--- src/rtl/sctl_pkg.sv ---
package sctl_pkg;
  localparam int WORD_W = 20;
  localparam int BIT_SRMODE = 11;
  localparam int BIT_SREN   = 12;
  localparam int BIT_EXTDEC = 13;
  localparam int BIT_ENPOL  = 14;
  localparam int BIT_PHPOL  = 15;
  localparam int BIT_RGPOL  = 16;
  localparam int BIT_MDPOL  = 17;
  localparam int BIT_TEST   = 18;
  localparam int BIT_AWAKE  = 19;

  typedef struct packed {
    logic shiftEn;
    logic dataBit;
    logic load;
  } sctlStb_t;
endpackage

--- src/rtl/sctl_ctrl.sv ---
module sctl_ctrl
  import sctl_pkg::*;
#(
  parameter int WORDW = WORD_W
) (
  input  logic     clk,
  input  logic     rstN,
  input  logic     serClk,
  input  logic     serData,
  input  logic     serStb,
  output sctlStb_t stb
);
  localparam int CNT_W = $clog2(WORDW + 2);
  localparam logic [CNT_W-1:0] CNT_FULL = CNT_W'(WORDW);
  localparam logic [CNT_W-1:0] CNT_SAT  = CNT_W'(WORDW + 1);

  logic [2:0] clkSh, stbSh;
  logic [1:0] datSh;
  logic [CNT_W-1:0] bitCnt;
  logic clkRise, stbFall, stbRise;

  always_ff @(posedge clk or negedge rstN) begin
    if (!rstN) begin
      clkSh <= 3'b000;
      stbSh <= 3'b111;
      datSh <= 2'b00;
    end else begin
      clkSh <= {clkSh[1:0], serClk};
      stbSh <= {stbSh[1:0], serStb};
      datSh <= {datSh[0], serData};
    end
  end

  assign clkRise = clkSh[1] & ~clkSh[2];
  assign stbFall = ~stbSh[1] & stbSh[2];
  assign stbRise = stbSh[1] & ~stbSh[2];

  always_ff @(posedge clk or negedge rstN) begin
    if (!rstN) bitCnt <= '0;
    else if (stbFall) bitCnt <= '0;
    else if (clkRise && !stbSh[1] && bitCnt != CNT_SAT) bitCnt <= bitCnt + 1'b1;
  end

  always_comb begin
    stb.shiftEn = clkRise & ~stbSh[1];
    stb.dataBit = datSh[1];
    stb.load    = stbRise & (bitCnt == CNT_FULL);
  end


  cnt_bound_chk: assert property (@(posedge clk) disable iff (!rstN)
    bitCnt <= CNT_SAT);

  cnt_clear_chk: assert property (@(posedge clk) disable iff (!rstN)
    stbFall |=> bitCnt == '0);
endmodule

--- src/rtl/sctl_dpath.sv ---
module sctl_dpath
  import sctl_pkg::*;
#(
  parameter int WORDW      = WORD_W,
  parameter int SETTLE_CYC = 100000
) (
  input  logic       clk,
  input  logic       rstN,
  input  sctlStb_t   stb,
  input  logic       enPin,
  input  logic       phPin,
  input  logic       mdPin,
  input  logic       rgPin,
  output logic [1:0] blankCode,
  output logic [4:0] offCode,
  output logic [3:0] fastCode,
  output logic       srPassive,
  output logic       srEnable,
  output logic       extSlow,
  output logic       driveOn,
  output logic       dirFwd,
  output logic       decaySlow,
  output logic       rangeDiv5,
  output logic       testBit,
  output logic       sleep
);
  localparam int SET_W = $clog2(SETTLE_CYC + 1);
  localparam logic [SET_W-1:0] SET_MAX = SET_W'(SETTLE_CYC);
  localparam int NPIN = 4;

  logic [WORDW-1:0] shiftWord, actWord;
  logic [NPIN-1:0] pinRaw, pinSync;
  logic [SET_W-1:0] settleCnt;
  logic awake, settled;

  assign pinRaw = {rgPin, mdPin, phPin, enPin};

  for (genvar g = 0; g < NPIN; g++) begin : g_pinSync
    logic [1:0] stage;
    always_ff @(posedge clk or negedge rstN) begin
      if (!rstN) stage <= 2'b00;
      else       stage <= {stage[0], pinRaw[g]};
    end
    assign pinSync[g] = stage[1];
  end

  always_ff @(posedge clk or negedge rstN) begin
    if (!rstN) begin
      shiftWord <= '0;
      actWord   <= '0;
    end else begin
      if (stb.shiftEn) shiftWord <= {shiftWord[WORDW-2:0], stb.dataBit};
      if (stb.load)    actWord   <= shiftWord;
    end
  end

  assign awake = actWord[BIT_AWAKE];

  always_ff @(posedge clk or negedge rstN) begin
    if (!rstN)                 settleCnt <= '0;
    else if (!awake)           settleCnt <= '0;
    else if (settleCnt != SET_MAX) settleCnt <= settleCnt + 1'b1;
  end
  assign settled = awake && (settleCnt == SET_MAX);

  always_comb begin
    blankCode = actWord[1:0];
    offCode   = actWord[6:2];
    fastCode  = actWord[10:7];
    srPassive = actWord[BIT_SRMODE];
    srEnable  = actWord[BIT_SREN];
    extSlow   = actWord[BIT_EXTDEC];
    driveOn   = settled & (pinSync[0] ^ actWord[BIT_ENPOL]);
    dirFwd    = pinSync[1] ^ actWord[BIT_PHPOL];
    decaySlow = pinSync[2] ^ actWord[BIT_MDPOL];
    rangeDiv5 = pinSync[3] ^ actWord[BIT_RGPOL];
    testBit   = actWord[BIT_TEST];
    sleep     = ~awake;
  end


  load_gate_chk: assert property (@(posedge clk) disable iff (!rstN)
    !stb.load |=> $stable(actWord));

  drive_sleep_chk: assert property (@(posedge clk) disable iff (!rstN)
    sleep |-> !driveOn);

  settle_rise_chk: assert property (@(posedge clk) disable iff (!rstN)
    $rose(settled) |-> $past(awake));

  settle_reset_chk: assert property (@(posedge clk) disable iff (!rstN)
    !awake |=> settleCnt == '0);
endmodule

--- src/rtl/serial_ctrl_reg.sv ---
module serial_ctrl_reg
  import sctl_pkg::*;
#(
  parameter int SETTLE_CYC = 100000
) (
  input  logic       clk,
  input  logic       uvRstN,
  input  logic       serClk,
  input  logic       serData,
  input  logic       serStb,
  input  logic       enPin,
  input  logic       phPin,
  input  logic       mdPin,
  input  logic       rgPin,
  output logic [1:0] blankCode,
  output logic [4:0] offCode,
  output logic [3:0] fastCode,
  output logic       srPassive,
  output logic       srEnable,
  output logic       extSlow,
  output logic       driveOn,
  output logic       dirFwd,
  output logic       decaySlow,
  output logic       rangeDiv5,
  output logic       testBit,
  output logic       sleep
);
  sctlStb_t stb;

  sctl_ctrl #(.WORDW(WORD_W)) u_ctrl (
    .clk(clk), .rstN(uvRstN), .serClk(serClk), .serData(serData),
    .serStb(serStb), .stb(stb)
  );

  sctl_dpath #(.WORDW(WORD_W), .SETTLE_CYC(SETTLE_CYC)) u_dpath (
    .clk(clk), .rstN(uvRstN), .stb(stb),
    .enPin(enPin), .phPin(phPin), .mdPin(mdPin), .rgPin(rgPin),
    .blankCode(blankCode), .offCode(offCode), .fastCode(fastCode),
    .srPassive(srPassive), .srEnable(srEnable), .extSlow(extSlow),
    .driveOn(driveOn), .dirFwd(dirFwd), .decaySlow(decaySlow),
    .rangeDiv5(rangeDiv5), .testBit(testBit), .sleep(sleep)
  );
endmodule

--- config.mk ---
export PLATFORM = sky130hd
export DESIGN_NAME = serial_ctrl_reg
export DESIGN_NICKNAME = d
export VERILOG_FILES = /design/src/rtl/sctl_pkg.sv /design/src/rtl/sctl_ctrl.sv /design/src/rtl/sctl_dpath.sv /design/src/rtl/serial_ctrl_reg.sv
export SDC_FILE = /design/constraint.sdc
export NUM_CORES = 1
export LEC_CHECK = 0
export ABC_AREA = 1
export CAP_MARGIN = 25
export CORE_ASPECT_RATIO = 1.75
export CORE_MARGIN = 4
export CORE_UTILIZATION = 45
export DETAILED_ROUTE_END_ITERATION = 10
export SETUP_SLACK_MARGIN = 0.05
export SYNTH_ARGS = -nofsm -noshare
export SYNTH_HDL_FRONTEND = slang
export SYNTH_SLANG_ARGS = --single-unit
--- constraint.sdc ---
create_clock -name clk -period 1.63 [get_ports clk]
set_clock_uncertainty 0.05 [all_clocks]
set_input_delay 0.4075 -clock clk [delete_from_list [all_inputs] [get_ports clk]]
set_output_delay 0.4075 -clock clk [all_outputs]
set_load 0.02 [all_outputs]
Word-level counts from Yosys, hierarchy flattened
Index checks and enable logic that the tools add are counted.
W data, S select, Z words.
{"block": "totals", "register_bits": 78, "latch_bits": 0, "ram_bits": 0, "mem_bits_ro": 0, "out_inout_bits": 20, "elab_cells": 41, "memories": 0}
{"block": "classes", "addsub": 2, "n_mul": 0, "n_div": 0, "n_lt_le_gt_ge": 0, "n_eq_ne": 5, "n_shift": 0, "n_mux": 4, "bitwise": 14, "n_reduce_logical": 5}
{"operator": "$mux W17", "count": 2}
{"operator": "$add A17 B1 Y17 const B", "count": 1}
{"operator": "$eq A17 B17 Y1 const B", "count": 1}
{"operator": "$ne A17 B17 Y1 const B", "count": 1}
{"operator": "$mux W5", "count": 2}
{"operator": "$and A1 B1 Y1", "count": 6}
{"operator": "$add A5 B1 Y5 const B", "count": 1}
{"operator": "$eq A5 B5 Y1 const B", "count": 1}
{"operator": "$ne A5 B5 Y1 const B", "count": 1}
{"operator": "$not A1 Y1", "count": 4}
{"operator": "$xor A1 B1 Y1", "count": 4}
{"operator": "$logic_and A1 B1 Y1", "count": 3}
{"operator": "$ne A2 B2 Y1 const B", "count": 1}
{"operator": "$reduce_bool A2 Y1", "count": 1}
{"operator": "$logic_not A1 Y1", "count": 1}

Longest topological paths before layout
{"block": "logic_depth", "depth_word": 6, "mapped_depth": 8, "ltp_nobuf": 8}

Modules after synthesis
A second synthesis with hierarchy kept.
{"block": "unflattened", "cells_unflattened": 387, "area_unflattened_um2": 3518.4}
{"module": "sctl_dpath", "instances": 1, "cells_per_inst": 323, "area_each_um2": 2904.0, "seq_area_each_um2": 1626.6}
{"module": "sctl_ctrl", "instances": 1, "cells_per_inst": 64, "area_each_um2": 614.3, "seq_area_each_um2": 329.1}

Worst setup path before layout
Ideal clock, no wire load.
{"block": "synth_timing", "path_kind": "register to output", "start": "register u_dpath.settleCnt[0]", "end": "output port driveOn", "t_arrival_ns": 1.246, "required_ns": 1.172, "slack_ns": -0.074, "stages_incl_launch_ff": 7, "path_cell_list": "dfrtp_1 -> inv_1 -> ha_1 -> nand4_1 -> nor2_1 -> nand3_1 -> nor2_1"}
{"block": "synth_between", "elab_chain_cells": 3}
{"element": "start: declaration", "line": "sctl_dpath.sv:33", "text": "logic [SET_W-1:0] settleCnt;"}
{"element": "start signal: assignment", "line": "sctl_dpath.sv:62", "text": "else if (settleCnt != SET_MAX) settleCnt <= settleCnt + 1'b1;"}
{"element": "$eq A17 B17 Y1", "line": "sctl_dpath.sv:64", "text": "assign settled = awake && (settleCnt == SET_MAX);"}
{"element": "$logic_and A1 B1 Y1", "line": "sctl_dpath.sv:64"}
{"element": "$and A1 B1 Y1", "line": "sctl_dpath.sv:73", "text": "driveOn = settled & (pinSync[0] ^ actWord[BIT_ENPOL]);"}
{"element": "end: declaration", "line": "serial_ctrl_reg.sv:21", "text": "output logic driveOn,"}
No other way between the ends.

Worst setup path after layout
Same ends and word-level chain as after synthesis.

==> metrics list <==
- Run status: finished, violations left
- The checks that failed: setup timing.
- Number of flops mapped to enable cells by yosys: 0
- In this run the count of I/O pins placed on the die edge is 29.
- Height of the die: 122.8 um
- Leakage: 1.976 nW
- FF/Latch Area: 1957 um2
- The most used flip-flop cell after synthesis is sky130_fd_sc_hd__dfrtp_1.
* Total of warnings raised by yosys: 0
- Basic-gate share of the synthesized area counting and, or, nand and nor cells: 0.2063
- RD Place Congestion: 0.9606
* Die area: 9039 um2
* Combinational family with the most area after synthesis: simple AND/OR/NAND/NOR gates
- Inserted Clock Buffers: 9
* Unique cell type count in the Yosys netlist: 26
- Layout cells sized above 1: 0.1963
- Buffers placed on the I/O ports in this run total 28.
* Count of final hold-check violations: 0
- After detailed routing, the number of remaining DRC violations is 0.
- Once routing completed, OpenROAD measured the worst setup slack at -0.3158 ns.
- Synthesis produced a netlist with a net count of 387.
* Drt pass-1 iters: 4
* Mean instance size in the synthesized netlist: 9.087 um2
* Via density per instance: 4.992
- CP endpoint kind: output pin
* Total Wirelength: 6.864 mm
- The share of synthesized area in the top cell type comes to 0.5537.
- The later pin in the worst-skew pair is clocked with a latency of 0.33 ns.
- Data on the critical path is required at its endpoint by 1.17 ns.
- Dividing total power by cell area gives a power density of 1048 nW/um2.
- The finished layout holds 519 standard cells, fillers aside.
- The root buffer cell chosen for the clock tree is sky130_fd_sc_hd__clkbuf_16.
* Slowest stage delay, CP: 0.39 ns
* Minimum clock period after layout: 1.946 ns
* Worst path cell trace: inv_2, ha_4, nand4_1, nor2_2, nand3_4, nor2_4, buf_6
- Final period utilization: 1.194
- Initial Util: 0.4653
* Synth area leaders: sky130_fd_sc_hd__dfrtp_1, sky130_fd_sc_hd__nand2_1, sky130_fd_sc_hd__inv_1
* Inst Count DP: 499
- Peak VDD IR: 0.0009708 V
* Pin count of the biggest net entering global routing: 41
- Die Wd: between 70 and 80 um
- Total track usage: 0.1744
* Dpl ws: -0.4990 ns
- Post-Synth Adder-Cell Area: 0.01846
* Gate count after technology mapping: 373
- The final layout contains 442 nets.
- MaxCap Viol Count: 0
- CTS max path bufs: 2
* TritonCTS clock tree: yes
* Placeable core region: ~7300 um2
- Number of global-route vias before repair: 2661
* Vias: around 2600
* Slowest cell on crit path: sky130_fd_sc_hd__dfrtp_1
- The initial antenna violation count was 0.
- Clock tree synthesis found a total of 78 sinks.
* Routed length per placed instance: 13.23 um
* Total of endpoints with negative setup slack in the final report: 1
- The share of the Yosys chip area taken by registers is 0.5770.
- Count of state elements after synthesis: slightly below 80
* Relative max-transition margin: 0.7350
- Measured against the total synthesized area, the mux share comes to 0.
* Cell accounting for the most synthesized area: sky130_fd_sc_hd__dfrtp_1
- Post-synthesis share of cell area spent on xor and xnor gates: 0.02067
- Nature of the critical path startpoint: flip-flop
* Worst Hold Slack: 0.2962 ns
- The min-delay analysis places its worst path in the category reg2reg.
* Fmax: 0.5139 GHz
* Post-synthesis instance area: 3390 um2
- Residual antenna-violating net count after detailed routing: 0
* Wire length of the first global-routing pass: 11.87 mm
- For this run the aggregate overflow at the end of global routing stands at 0.
- Area growth syn-to-layout: 26.28%
- Class of the most critical setup path: reg2out
- The layout has 653 filler cells.
- In this run, the number of DRC markers left after iteration 0 of detailed routing was approximately 110.
- HPWL after detailed placement: 5.050 mm
* Combined area of the multi-input logic cells: 1187 um2
- At the pin with the least slew margin, the transition time is roughly 0.4 ns.
- The H-tree generated during clock tree synthesis spans 3 levels.
- The max-slew violation count was 0.
- Of all nets on the critical path, the largest fanout is 2.
* Complex-gate fraction of the synthesized area: 0.09302
* Clock input transition at the sequential cells of the worst setup and hold paths: 0.06 ns
- RSZ-0062 raised after global routing: yes
- Number of rows in the core area: 41
- Share of flip-flops with an asynchronous set or reset: 1.000
- Number of antenna diodes: 0
- Data arrives at the worst endpoint at 1.49 ns.
layout make-up:
type / count / area share
timing repair buffer: 66 / 0.1304
tap: 86 / 0.02514
clock buffer: 12 / 0.05759
multi-input combinational: 232 / 0.2774
inverter: 41 / 0.03595
clock inverter: 4 / 0.01637
sequential: 78 / 0.4572
synth_stat cells (6+ instances only):
cell / n
sky130_fd_sc_hd__buf_2: 7
sky130_fd_sc_hd__o21ai_0: 26
sky130_fd_sc_hd__nor2_1: 34
sky130_fd_sc_hd__nand4_1: 10
sky130_fd_sc_hd__xor2_1: 6
sky130_fd_sc_hd__nand3_1: 28
sky130_fd_sc_hd__buf_4: 11
sky130_fd_sc_hd__o21ai_1: 21
sky130_fd_sc_hd__nand2_1: 73
sky130_fd_sc_hd__a21oi_1: 7
sky130_fd_sc_hd__inv_1: 39
sky130_fd_sc_hd__dfrtp_1: 75
registers in the layout (all words and copies together) (netlist names):
| signal | count |
|---|---|
| u_dpath.settleCnt | 17 |
| u_dpath.g_pinSync.stage | 8 |
| u_dpath.shiftWord | 20 |
| u_ctrl.stbSh | 3 |
| u_ctrl.clkSh | 3 |
| u_ctrl.datSh | 2 |
| u_dpath.actWord | 20 |
| u_ctrl.bitCnt | 5 |
cells in the final DEF (no fill, tap or decap), types with 3 or more instances in the layout:
master                            count
sky130_fd_sc_hd__nor2_2               7
sky130_fd_sc_hd__xor2_1               6
sky130_fd_sc_hd__nand2_1             73
sky130_fd_sc_hd__nand4_1             10
sky130_fd_sc_hd__nand3_1             27
sky130_fd_sc_hd__a21oi_1              7
sky130_fd_sc_hd__ha_1                 3
sky130_fd_sc_hd__dfrtp_1             74
sky130_fd_sc_hd__dfstp_2              3
sky130_fd_sc_hd__buf_4               38
sky130_fd_sc_hd__nand2_2              5
sky130_fd_sc_hd__inv_2                4
sky130_fd_sc_hd__dlygate4sd2_1       15
sky130_fd_sc_hd__clkbuf_16            9
sky130_fd_sc_hd__o21ai_1             21
sky130_fd_sc_hd__o21ai_0             26
sky130_fd_sc_hd__clkdlybuf4s50_1      7
sky130_fd_sc_hd__nor2_1              31
sky130_fd_sc_hd__inv_1               36
report_power, final:
part / internal, mW / switching (mW) / total (mW)
sequential: 2.04 / 0.0763 / 2.12
combinational: 0.110 / 0.163 / 0.273
clock: 1.38 / 0.715 / 2.09
worst paths after layout:
check,from,end,slack [ns],cells past startpoint
worst max-delay path,u_dpath.settleCnt[0],driveOn,-0.32,7
worst min-delay path,u_dpath.g_pinSync[0].stage[0],u_dpath.g_pinSync[0].stage[1],0.30,0
worst max register to register,u_dpath.settleCnt[11],u_dpath.settleCnt[0],0.18,9
worst min register to register,u_dpath.g_pinSync[0].stage[0],u_dpath.g_pinSync[0].stage[1],0.30,0
max in group asynchronous,uvRstN,u_dpath.actWord[19],0.48,3
min in group asynchronous,uvRstN,u_dpath.actWord[3],0.50,2
cell families after synthesis:
family / after synthesis
flip-flops: 78
AND/OR/NAND/NOR: 159
adder cells (fa/ha/maj): 5
buffers and inverters: 63
XOR/XNOR: 8
AO/OA/AOI/OAI: 60
metrics by stage:
stage	utilization	cell area [um2]	total power, mW	TNS [ns]
floorplan	-	3407	2.303	0
global placement	0.5409	3940	2.421	-0.4585
detailed placement	0.5409	3940	2.432	-0.4990
CTS	0.5900	4298	4.554	-0.8752
global route	0.5876	4280	4.702	-0.3990
finish	0.5876	4280	4.484	-0.3158
timing repair:
action / CTS / global route
pin swaps: 6 / 4
buffers inserted: 7 / 0
resized for setup: 39 / 8
hold endpoints to repair: 25 / 0
hold buffers: 1 / 0
setup endpoints to repair: 20 / 8
critical path: cells and delay by family, from the launching register on:
kind	cells	cell delay, ns
AND/OR/NAND/NOR	4	0.44
flip-flops	1	0.39
buffers and inverters	2	0.21
adder cells (fa/ha/maj)	1	0.13
metal layers:
metal	track usage	up-vias	routed length, um
met2	0.2883	42	3621
met3	0.03689	23	152
met4	0.1054	0	287
li1	-	1297	-
met1	0.2024	1229	2802
met5	0	-	0
Note: power is estimated with default switching activity, not from simulation.
